`config.mk`:
```
export PLATFORM = sky130hd
export DESIGN_NAME = bcd2bin_conv
export DESIGN_NICKNAME = d
export VERILOG_FILES = /design/src/rtl/bcd2bin_pkg.sv /design/src/rtl/bcd2bin_ctrl.sv /design/src/rtl/bcd2bin_dp.sv /design/src/rtl/bcd2bin_conv.sv
export SDC_FILE = /design/constraint.sdc
export NUM_CORES = 1
export LEC_CHECK = 0
export CORE_ASPECT_RATIO = 0.8
export CORE_MARGIN = 5
export CORE_UTILIZATION = 55
export DETAILED_ROUTE_END_ITERATION = 12
export HOLD_SLACK_MARGIN = 0.06
export PLACE_DENSITY_LB_ADDON = 0.12
export SLEW_MARGIN = 20
export SYNTH_ARGS = -nofsm -noshare
export SYNTH_HDL_FRONTEND = slang
export SYNTH_SLANG_ARGS = --single-unit
```
`constraint.sdc`:
```
create_clock -name clk -period 3.3 [get_ports clk]
set_input_delay 0.495 -clock clk [delete_from_list [all_inputs] [get_ports clk]]
set_output_delay 0.495 -clock clk [all_outputs]
set_load 0.05 [all_outputs]
```
`src/rtl/bcd2bin_pkg.sv`:
```
package bcd2bin_pkg;
  typedef enum logic [1:0] {
    ST_IDLE = 2'd0,
    ST_RUN  = 2'd1,
    ST_DONE = 2'd2
  } convState_t;

  typedef struct packed {
    logic load;  // capture digits, clear binary field
    logic step;  // one reverse shift-and-correct step
    logic last;  // final step: publish result
  } dpCtrl_t;
endpackage

```
`src/rtl/bcd2bin_ctrl.sv`:
```
module bcd2bin_ctrl
  import bcd2bin_pkg::*;
#(
  parameter int BIN_W = 7
) (
  input  logic    clk,
  input  logic    rst,
  input  logic    startI,
  output dpCtrl_t ctrlO,
  output logic    doneO
);
  localparam int CNT_W = $clog2(BIN_W + 1);

  convState_t stateQ;
  logic [CNT_W-1:0] cntQ;

  always_ff @(posedge clk) begin
    if (rst) begin
      stateQ <= ST_IDLE;
      cntQ   <= '0;
    end else begin
      case (stateQ)
        ST_IDLE: if (startI) begin
          stateQ <= ST_RUN;
          cntQ   <= CNT_W'(BIN_W);
        end
        ST_RUN: begin
          cntQ <= cntQ - 1'b1;
          if (cntQ == CNT_W'(1)) stateQ <= ST_DONE;
        end
        ST_DONE: stateQ <= ST_IDLE;
        default: stateQ <= ST_IDLE;
      endcase
    end
  end

  always_comb begin
    ctrlO.load = (stateQ == ST_IDLE) && startI;
    ctrlO.step = (stateQ == ST_RUN);
    ctrlO.last = (stateQ == ST_RUN) && (cntQ == CNT_W'(1));
    doneO      = (stateQ == ST_DONE);
  end

  assert_run_count_R2: assert property (@(posedge clk) disable iff (rst)
    (stateQ == ST_RUN) |-> (cntQ != '0));

  assert_done_pulse_R3: assert property (@(posedge clk) disable iff (rst)
    (stateQ == ST_DONE) |=> (stateQ == ST_IDLE));

  assert_start_ignored_R4: assert property (@(posedge clk) disable iff (rst)
    (stateQ == ST_RUN && cntQ > CNT_W'(1)) |=> (stateQ == ST_RUN));

  assert_run_finishes_R7: assert property (@(posedge clk) disable iff (rst)
    (stateQ == ST_RUN && cntQ == CNT_W'(1)) |=> (stateQ == ST_DONE));
endmodule

```
`src/rtl/bcd2bin_dp.sv`:
```
module bcd2bin_dp
  import bcd2bin_pkg::*;
#(
  parameter int DIGITS = 2,
  parameter int BIN_W  = 7
) (
  input  logic                  clk,
  input  logic                  rst,
  input  dpCtrl_t               ctrlI,
  input  logic [4*DIGITS-1:0]   bcdI,
  output logic [BIN_W-1:0]      resultO
);
  logic [3:0] digQ [DIGITS];
  logic [BIN_W-1:0] binQ, binD, resQ;

  for (genvar g = 0; g < DIGITS; g++) begin : gDigit
    logic [3:0] shifted, corrected;
    if (g == DIGITS - 1) begin : gTop
      assign shifted = {1'b0, digQ[g][3:1]};
    end else begin : gMid
      assign shifted = {digQ[g+1][0], digQ[g][3:1]};
    end
    assign corrected = (shifted >= 4'd8) ? (shifted - 4'd3) : shifted;

    always_ff @(posedge clk) begin
      if (rst)             digQ[g] <= '0;
      else if (ctrlI.load) digQ[g] <= bcdI[4*g +: 4];
      else if (ctrlI.step) digQ[g] <= corrected;
    end
  end

  assign binD = {digQ[0][0], binQ[BIN_W-1:1]};

  always_ff @(posedge clk) begin
    if (rst) begin
      binQ <= '0;
      resQ <= '0;
    end else begin
      if (ctrlI.load)      binQ <= '0;
      else if (ctrlI.step) binQ <= binD;
      if (ctrlI.step && ctrlI.last) resQ <= binD;
    end
  end

  assign resultO = resQ;

  assert_clear_on_load_R1: assert property (@(posedge clk) disable iff (rst)
    ctrlI.load |=> (binQ == '0));

  assert_result_hold_R5: assert property (@(posedge clk) disable iff (rst)
    !ctrlI.last |=> $stable(resQ));
endmodule

```
`src/rtl/bcd2bin_conv.sv`:
```
module bcd2bin_conv
  import bcd2bin_pkg::*;
#(
  parameter int DIGITS = 2,
  parameter int BIN_W  = 7
) (
  input  logic                clk,
  input  logic                rst,
  input  logic                startI,
  input  logic [4*DIGITS-1:0] bcdI,
  output logic                doneO,
  output logic [BIN_W-1:0]    resultO
);
  dpCtrl_t ctrlBus;

  bcd2bin_ctrl #(.BIN_W(BIN_W)) u_ctrl (
    .clk(clk), .rst(rst), .startI(startI), .ctrlO(ctrlBus), .doneO(doneO)
  );

  bcd2bin_dp #(.DIGITS(DIGITS), .BIN_W(BIN_W)) u_dp (
    .clk(clk), .rst(rst), .ctrlI(ctrlBus), .bcdI(bcdI), .resultO(resultO)
  );

  assert_reset_clears_R6: assert property (@(posedge clk)
    rst |=> (!doneO && resultO == '0));
endmodule

```
==> flow_summary_export.csv, run 1 <==
group,metric,value,unit
timing,tns,0,ps
yosys,yosysUniqueCellTypes,29,
clock_tree,htreeDepth,1,
yosys,postSynthAreaPerCell,11.4,um^2
timing,slew_violations,0,
layout,fin_cells,141,
worst_setup_path,critPathKind,"flop to output pin",
clock_tree,cts_buffers,3,
yosys,synth_most_common_cell,"dfxtp_1",
layout,n_antenna_cell,0,
clock_tree,clockRootBuffer,"clkbuf_4",
yosys,synth_edf_count,8,
worst_setup_path,path_max_fanout,7,
yosys,ys_seq_area_frac,0.523,
clock_tree,clock_latency,310,ps
global_route,grt_pass1_vias,766,
yosys,yosysWarnings,0,
detailed_routing,routedWlPerCell,14.3,um
floorplanning,dieArea,3110,um^2
clock_tree,cts_tree,"done",
timing,fin_skew,3.29,ps
yosys,synth_top_area_frac,0.314,
floorplanning,start_util,0.595,
clock_tree,ctsHoldBuffers,0,
worst_setup_path,critPathSlowestCell,"clkdlybuf4s50_1",
worst_setup_path,end_kind,"output pin",
timing,slew_headroom,0.467,
yosys,syn_inst,101,
layout,fin_nets,133,
placed_design,place_congestion,0.708,
detailed_routing,first_pass_iters,4,
clock_tree,cts_resized,0,
clock_tree,cts_setup_buffers,0,
yosys,ys.flop_type,"dfxtp_1",
placed_design,hpwlAfterDp,1.55,mm
yosys,synth-seq-cells,26,
hold_path,hold_class,"flop to flop",
worst_setup_path,cp_cell_sequence,"nor2b_1 -> clkdlybuf4s50_1",
global_route,grt_pass1_wl,3.51,mm
clock_tree,cts_buffer_depth,2,
clock_tree,cts_sinks,26,
timing,rsz0062_at_grt,"false",
detailed_routing,num_vias,774,
power_and_ir_drop,p_per_area,447,nW/um^2
timing,fmax,0.440,GHz
detailed_routing,viasPerCell,5.49,
yosys,synthArstFlopShare,0,
power_and_ir_drop,p_leak,0.518,nW
worst_setup_path,cp.required,2800,ps
timing,fin_crit_sh,0.689,
placed_design,dp_cells,137,
yosys,syn_nets,116,
timing,min_period,2270,ps
worst_setup_path,critPathMaxStageDelay,810,ps
worst_setup_path,crit_arrival,1780,ps
yosys,synth_area,1150,um^2
global_route,globalRouteOverflowTotal,0,
timing,final-hold-violation-count,0,
global_route,grt_max_degree,22,
yosys,synth_common_cells,"dfxtp_1, nor2_1, edfxtp_1, mux2i_1, a22oi_1",
run_status,status,"finished clean",
global_route,track_usage,0.151,
timing,setup_violations,0,
detailed_routing,drc,0,
timing,worst_pin_slew,797,ps
flow_run,max-cap-violations,0,
layout,drive_above_1_share,0.0513,
yosys,yosys-top-cells-area,"dfxtp_1, edfxtp_1, mux2i_1, ha_1, nor2_1",
clock_tree,clkSlewWorstSetupHoldPaths,120,ps
detailed_routing,wl,2.02,mm
floorplanning,row_count,14,
floorplanning,coreArea,1930,um^2
power_and_ir_drop,vdd_ir_drop_max,0.407,mV
layout,area_delta_synth_final,16.7,%
placed_design,port_buffers,18,
floorplanning,ios,19,
floorplanning,die_x,61.1,um
detailed_routing,ant_nets,0,
floorplanning,dieHeight,50.9,um
global_route,antenna_found_initial,0,
yosys,yosys.area.top_type,"dfxtp_1",
detailed_routing,drtIter0Drc,43,
worst_setup_path,critPathLaunchType,"flop",
[per-layer routing]
layer	vias up	part of all wire	track usage	wire (um)
met5	-	0	0	0
met4	0	0.0050	0.0325	10
met3	2	0.053	0.0479	108
met2	14	0.47	0.254	953
met1	367	0.47	0.190	947
li1	391	-	-	-
[kinds of logic after synthesis]
family | Yosys count | share of synthesized area
xor+xnor | 2 | 0.0153
buf+inv | 12 | 0.0622
mux | 7 | 0.0611
fa+ha+maj | 4 | 0.0436
compound gates | 22 | 0.147
simple gates | 28 | 0.147
flops | 26 | 0.523
[power by group]
group | total (mW) | switching [mW] | internal, mW
Combinational | 0.0931 | 0.0477 | 0.0454
Clock | 0.133 | 0.0862 | 0.0472
Sequential | 0.372 | 0.0184 | 0.353
Total | 0.598 | 0.152 | 0.446
[final timing paths]
| check | slack [ps] | endpoint | start | cells after the start |
|---|---|---|---|---|
| hold reg to reg | 510 | u_ctrl.cntQ[0] | u_ctrl.cntQ[0] | 2 |
| hold / removal | 510 | u_ctrl.cntQ[0] | u_ctrl.cntQ[0] | 2 |
| setup reg to reg | 1530 | u_dp.digQ[0][3] | u_ctrl.stateQ[0] | 3 |
| setup / recovery | 1030 | doneO | u_ctrl.stateQ[1] | 2 |
[placed cells by master (no fill, tap or decap), drive strengths merged]
| cell | n |
|---|---|
| a22oi | 6 |
| xor2 | 1 |
| a211oi | 1 |
| a32o | 1 |
| and4bb | 1 |
| nor4b | 1 |
| clkdlybuf4s50 | 18 |
| ha | 4 |
| a221oi | 2 |
| buf | 1 |
| a21oi | 1 |
| nor2 | 13 |
| clkbuf | 4 |
| xnor2 | 1 |
| a21o | 3 |
| and3 | 1 |
| nand2b | 3 |
| o21ai | 2 |
| mux2i | 7 |
| nand3b | 2 |
| inv | 5 |
| a22o | 5 |
| nand2 | 3 |
| edfxtp | 8 |
| dfxtp | 18 |
| o21bai | 1 |
| and2 | 1 |
| nor2b | 3 |
[worst max-delay path, delay by kind of cell (launching register included)]
family        cells  cell delay (ps)
simple gates      1              170
buf+inv           1              810
flops             1              480
[registers in the layout, summed over array words and instances (netlist names)]
name	cells
u_ctrl.cntQ	3
u_ctrl.stateQ	2
u_dp.binQ	6
u_dp.digQ	8
u_dp.resultO	7
[per-stage QoR]
stage / hold slack [ps] / area [um^2] / setup WS [ps] / total power, mW / util
5_1_grt: 536 / 1340 / 923 / 0.630 / 0.695
6_report: 511 / 1340 / 1030 / 0.598 / 0.695
2_1_floorplan: 464 / 1150 / 1650 / 0.448 / -
4_1_cts: 511 / 1340 / 1020 / 0.603 / 0.695
3_5_place_dp: 483 / 1310 / 980 / 0.472 / 0.681
3_3_place_gp: 476 / 1310 / 1030 / 0.467 / 0.681
[area by class of cell]
class                           count  area, um^2
Multi-Input combinational cell     63         475
Sequential cell                    26         601
Tap cell                           24        30.0
Clock buffer                        4        26.3
Inverter                            5        18.8
Timing Repair Buffer               19         188
Fill cell                         164         588
Note: power is estimated with default switching activity, not from simulation.
==> inputs of run 2 (changes only) <==
--- a/config.mk
+++ b/config.mk
@@ -7,7 +7,7 @@
 export LEC_CHECK = 0
 export CORE_ASPECT_RATIO = 0.8
 export CORE_MARGIN = 5
-export CORE_UTILIZATION = 55
+export CORE_UTILIZATION = 46
 export DETAILED_ROUTE_END_ITERATION = 12
 export HOLD_SLACK_MARGIN = 0.06
 export PLACE_DENSITY_LB_ADDON = 0.12
==> constraint.sdc (replaced) <==
create_clock -name clk -period 1.95 [get_ports clk]
set_input_delay 0.2925 -clock clk [delete_from_list [all_inputs] [get_ports clk]]
set_output_delay 0.2925 -clock clk [all_outputs]
set_load 0.05 [all_outputs]
==> run 2 against run 1 <==
Via count up 0.26%; cell count up 9.9%; hold slack worse by 3.9 ps; non-clock buffer count up 2; critical endpoint is now resultO[4].
==> flow_summary_export.csv, run 2 (synthesis gave the netlist of run 1 again) <==
group,metric,value,unit
run_status,status,"finished clean",
clock_tree,cts_sinks,26,
placed_design,hpwlAfterDp,1.50,mm
global_route,grt_max_degree,16,
worst_setup_path,r2r_start,"u_ctrl.cntQ[1]",
floorplanning,dieHeight,54.7,um
power_and_ir_drop,vdd_ir_drop_max,0.513,mV
layout,multiInputGateArea,475,um^2
clock_tree,ctsHoldBuffers,0,
clock_tree,clkSlewWorstSetupHoldPaths,140,ps
global_route,track_usage,0.131,
global_route,grt_pass1_wl,3.53,mm
floorplanning,start_util,0.474,
detailed_routing,routedWlPerCell,13.0,um
power_and_ir_drop,p_per_area,825,nW/um^2
clock_tree,cts_tree,"done",
floorplanning,die_x,65.8,um
timing,worst_pin_slew,498,ps
worst_setup_path,critPathTopFamily,"buffers and inverters",
worst_setup_path,critPathMaxStageDelay,810,ps
worst_setup_path,critPathBufInv,1,
layout,n_antenna_cell,0,
timing,slew_headroom,0.667,
placed_design,dp_cells,151,
timing,final-hold-violation-count,0,
timing,fin_skew,14.0,ps
timing,setup_violations,0,
timing,slew_violations,0,
layout,layout_commonest_cell,"dfxtp_1",
worst_setup_path,path_max_fanout,2,
worst_setup_path,crit_arrival,1490,ps
layout,fin_nets,135,
worst_setup_path,end_kind,"output pin",
detailed_routing,top_layer_used,"met4",
detailed_routing,drtIter0Drc,54,
detailed_routing,first_pass_iters,4,
timing,fmax,0.562,GHz
detailed_routing,wl_met1,1.04,mm
clock_tree,clock_latency,320,ps
global_route,antenna_found_initial,0,
floorplanning,row_count,16,
worst_setup_path,r2r.worst_path.cells,5,
floorplanning,coreArea,2420,um^2
layout,fill_cells,217,
worst_setup_path,critPathKind,"flop to output pin",
detailed_routing,route.met3.wl,88,um
worst_setup_path,cp_cell_sequence,"clkdlybuf4s50_1",
hold_path,worstHoldEndpoint,"u_dp.resultO[3]",
detailed_routing,drc,0,
detailed_routing,wl_met2,884,um
clock_tree,cts_buffers,3,
worst_setup_path,cp.required,1660,ps
detailed_routing,num_vias,776,
timing,rsz0062_at_grt,"false",
timing,fin_crit_sh,0.913,
floorplanning,dieArea,3600,um^2
clock_tree,cts_resized,0,
timing,holdWs,507,ps
layout,fin_cells,155,
clock_tree,clockRootBuffer,"clkbuf_4",
flow_run,max-cap-violations,0,
floorplanning,ios,19,
clock_tree,htreeDepth,1,
hold_path,hp-start,"u_dp.resultO[3]",
timing,tns,0,ps
timing,min_period,1780,ps
global_route,grt_pass1_vias,730,
placed_design,port_buffers,18,
layout,area_delta_synth_final,21.4,%
layout,largest_reg_flops,8,
worst_setup_path,critPathSlowestCell,"clkdlybuf4s50_1",
hold_path,min_path_cells,2,
detailed_routing,viasPerCell,5.01,
global_route,globalRouteOverflowTotal,0,
worst_setup_path,r2r-end,"u_dp.resultO[4]",
layout,drive_above_1_share,0.0840,
layout,top_register,"u_dp.digQ",
detailed_routing,wl,2.02,mm
hold_path,hold_class,"flop to flop",
layout,ff_latch_area,601,um^2
power_and_ir_drop,p_total,1.15,mW
worst_setup_path,critPathLaunchType,"flop",
clock_tree,cts_setup_buffers,0,
worst_setup_path,r2r_slack,500,ps
placed_design,place_congestion,0.731,
clock_tree,cts_buffer_depth,2,
power_and_ir_drop,p_leak,0.542,nW
detailed_routing,ant_nets,0,
layout,final_cell_mix,"dfxtp_1, clkdlybuf4s50_1, nor2_1",
-- run 2: cell count changes in the layout (fill, tap and decap cells not counted), sizes merged --
| cell | change |
|---|---|
| bufinv | +1 |
| buf | +3 |
| clkdlybuf4s50 | -1 |
| clkbuf | -1 |
-- run 2: worst min-delay path: stages (launching register included) --
cell,delay [ps]
dfxtp_1,350
mux2i_1,60
nor2_1,70
-- run 2: report_power, final --
part | internal (mW) | switching [mW] | total (mW)
combinational | 0.0811 | 0.0800 | 0.161
sequential | 0.598 | 0.0313 | 0.629
clock | 0.208 | 0.151 | 0.358
total | 0.887 | 0.262 | 1.15
-- run 2: cell type report --
type	instances	share of cell area
Sequential cell	26	0.431
Multi-Input combinational cell	63	0.341
Timing Repair Buffer	21	0.144
Tap cell	36	0.0323
Clock inverter	1	0.0216
Clock buffer	3	0.0162
Inverter	5	0.0135
-- run 2: how the worst max path moves through the flow --
| stage | end | cells past startpoint | slack, ps | startpoint |
|---|---|---|---|---|
| global route | resultO[4] | 1 | 100 | u_dp.resultO[4] |
| floorplan | doneO | 1 | 500 | u_ctrl.stateQ[1] |
| detailed placement | u_dp.digQ[0][1] | 3 | 170 | rst |
| finish | resultO[4] | 1 | 170 | u_dp.resultO[4] |
| CTS | resultO[4] | 1 | 140 | u_dp.resultO[4] |
| global placement | u_dp.digQ[0][2] | 3 | 220 | rst |
-- run 2: per-layer routing --
metal / vias to the layer above / track usage
met5: - / 0
met2: 14 / 0.193
met4: 0 / 0.0414
li1: 397 / -
met1: 363 / 0.179
met3: 2 / 0.0452
-- run 2: stage by stage --
step,util,worst slack [ps],area [um^2]
finish,0.575,170,1390
global route,0.575,105,1390
global placement,0.553,222,1340
floorplan,-,498,1150
detailed placement,0.553,174,1340
CTS,0.575,143,1390
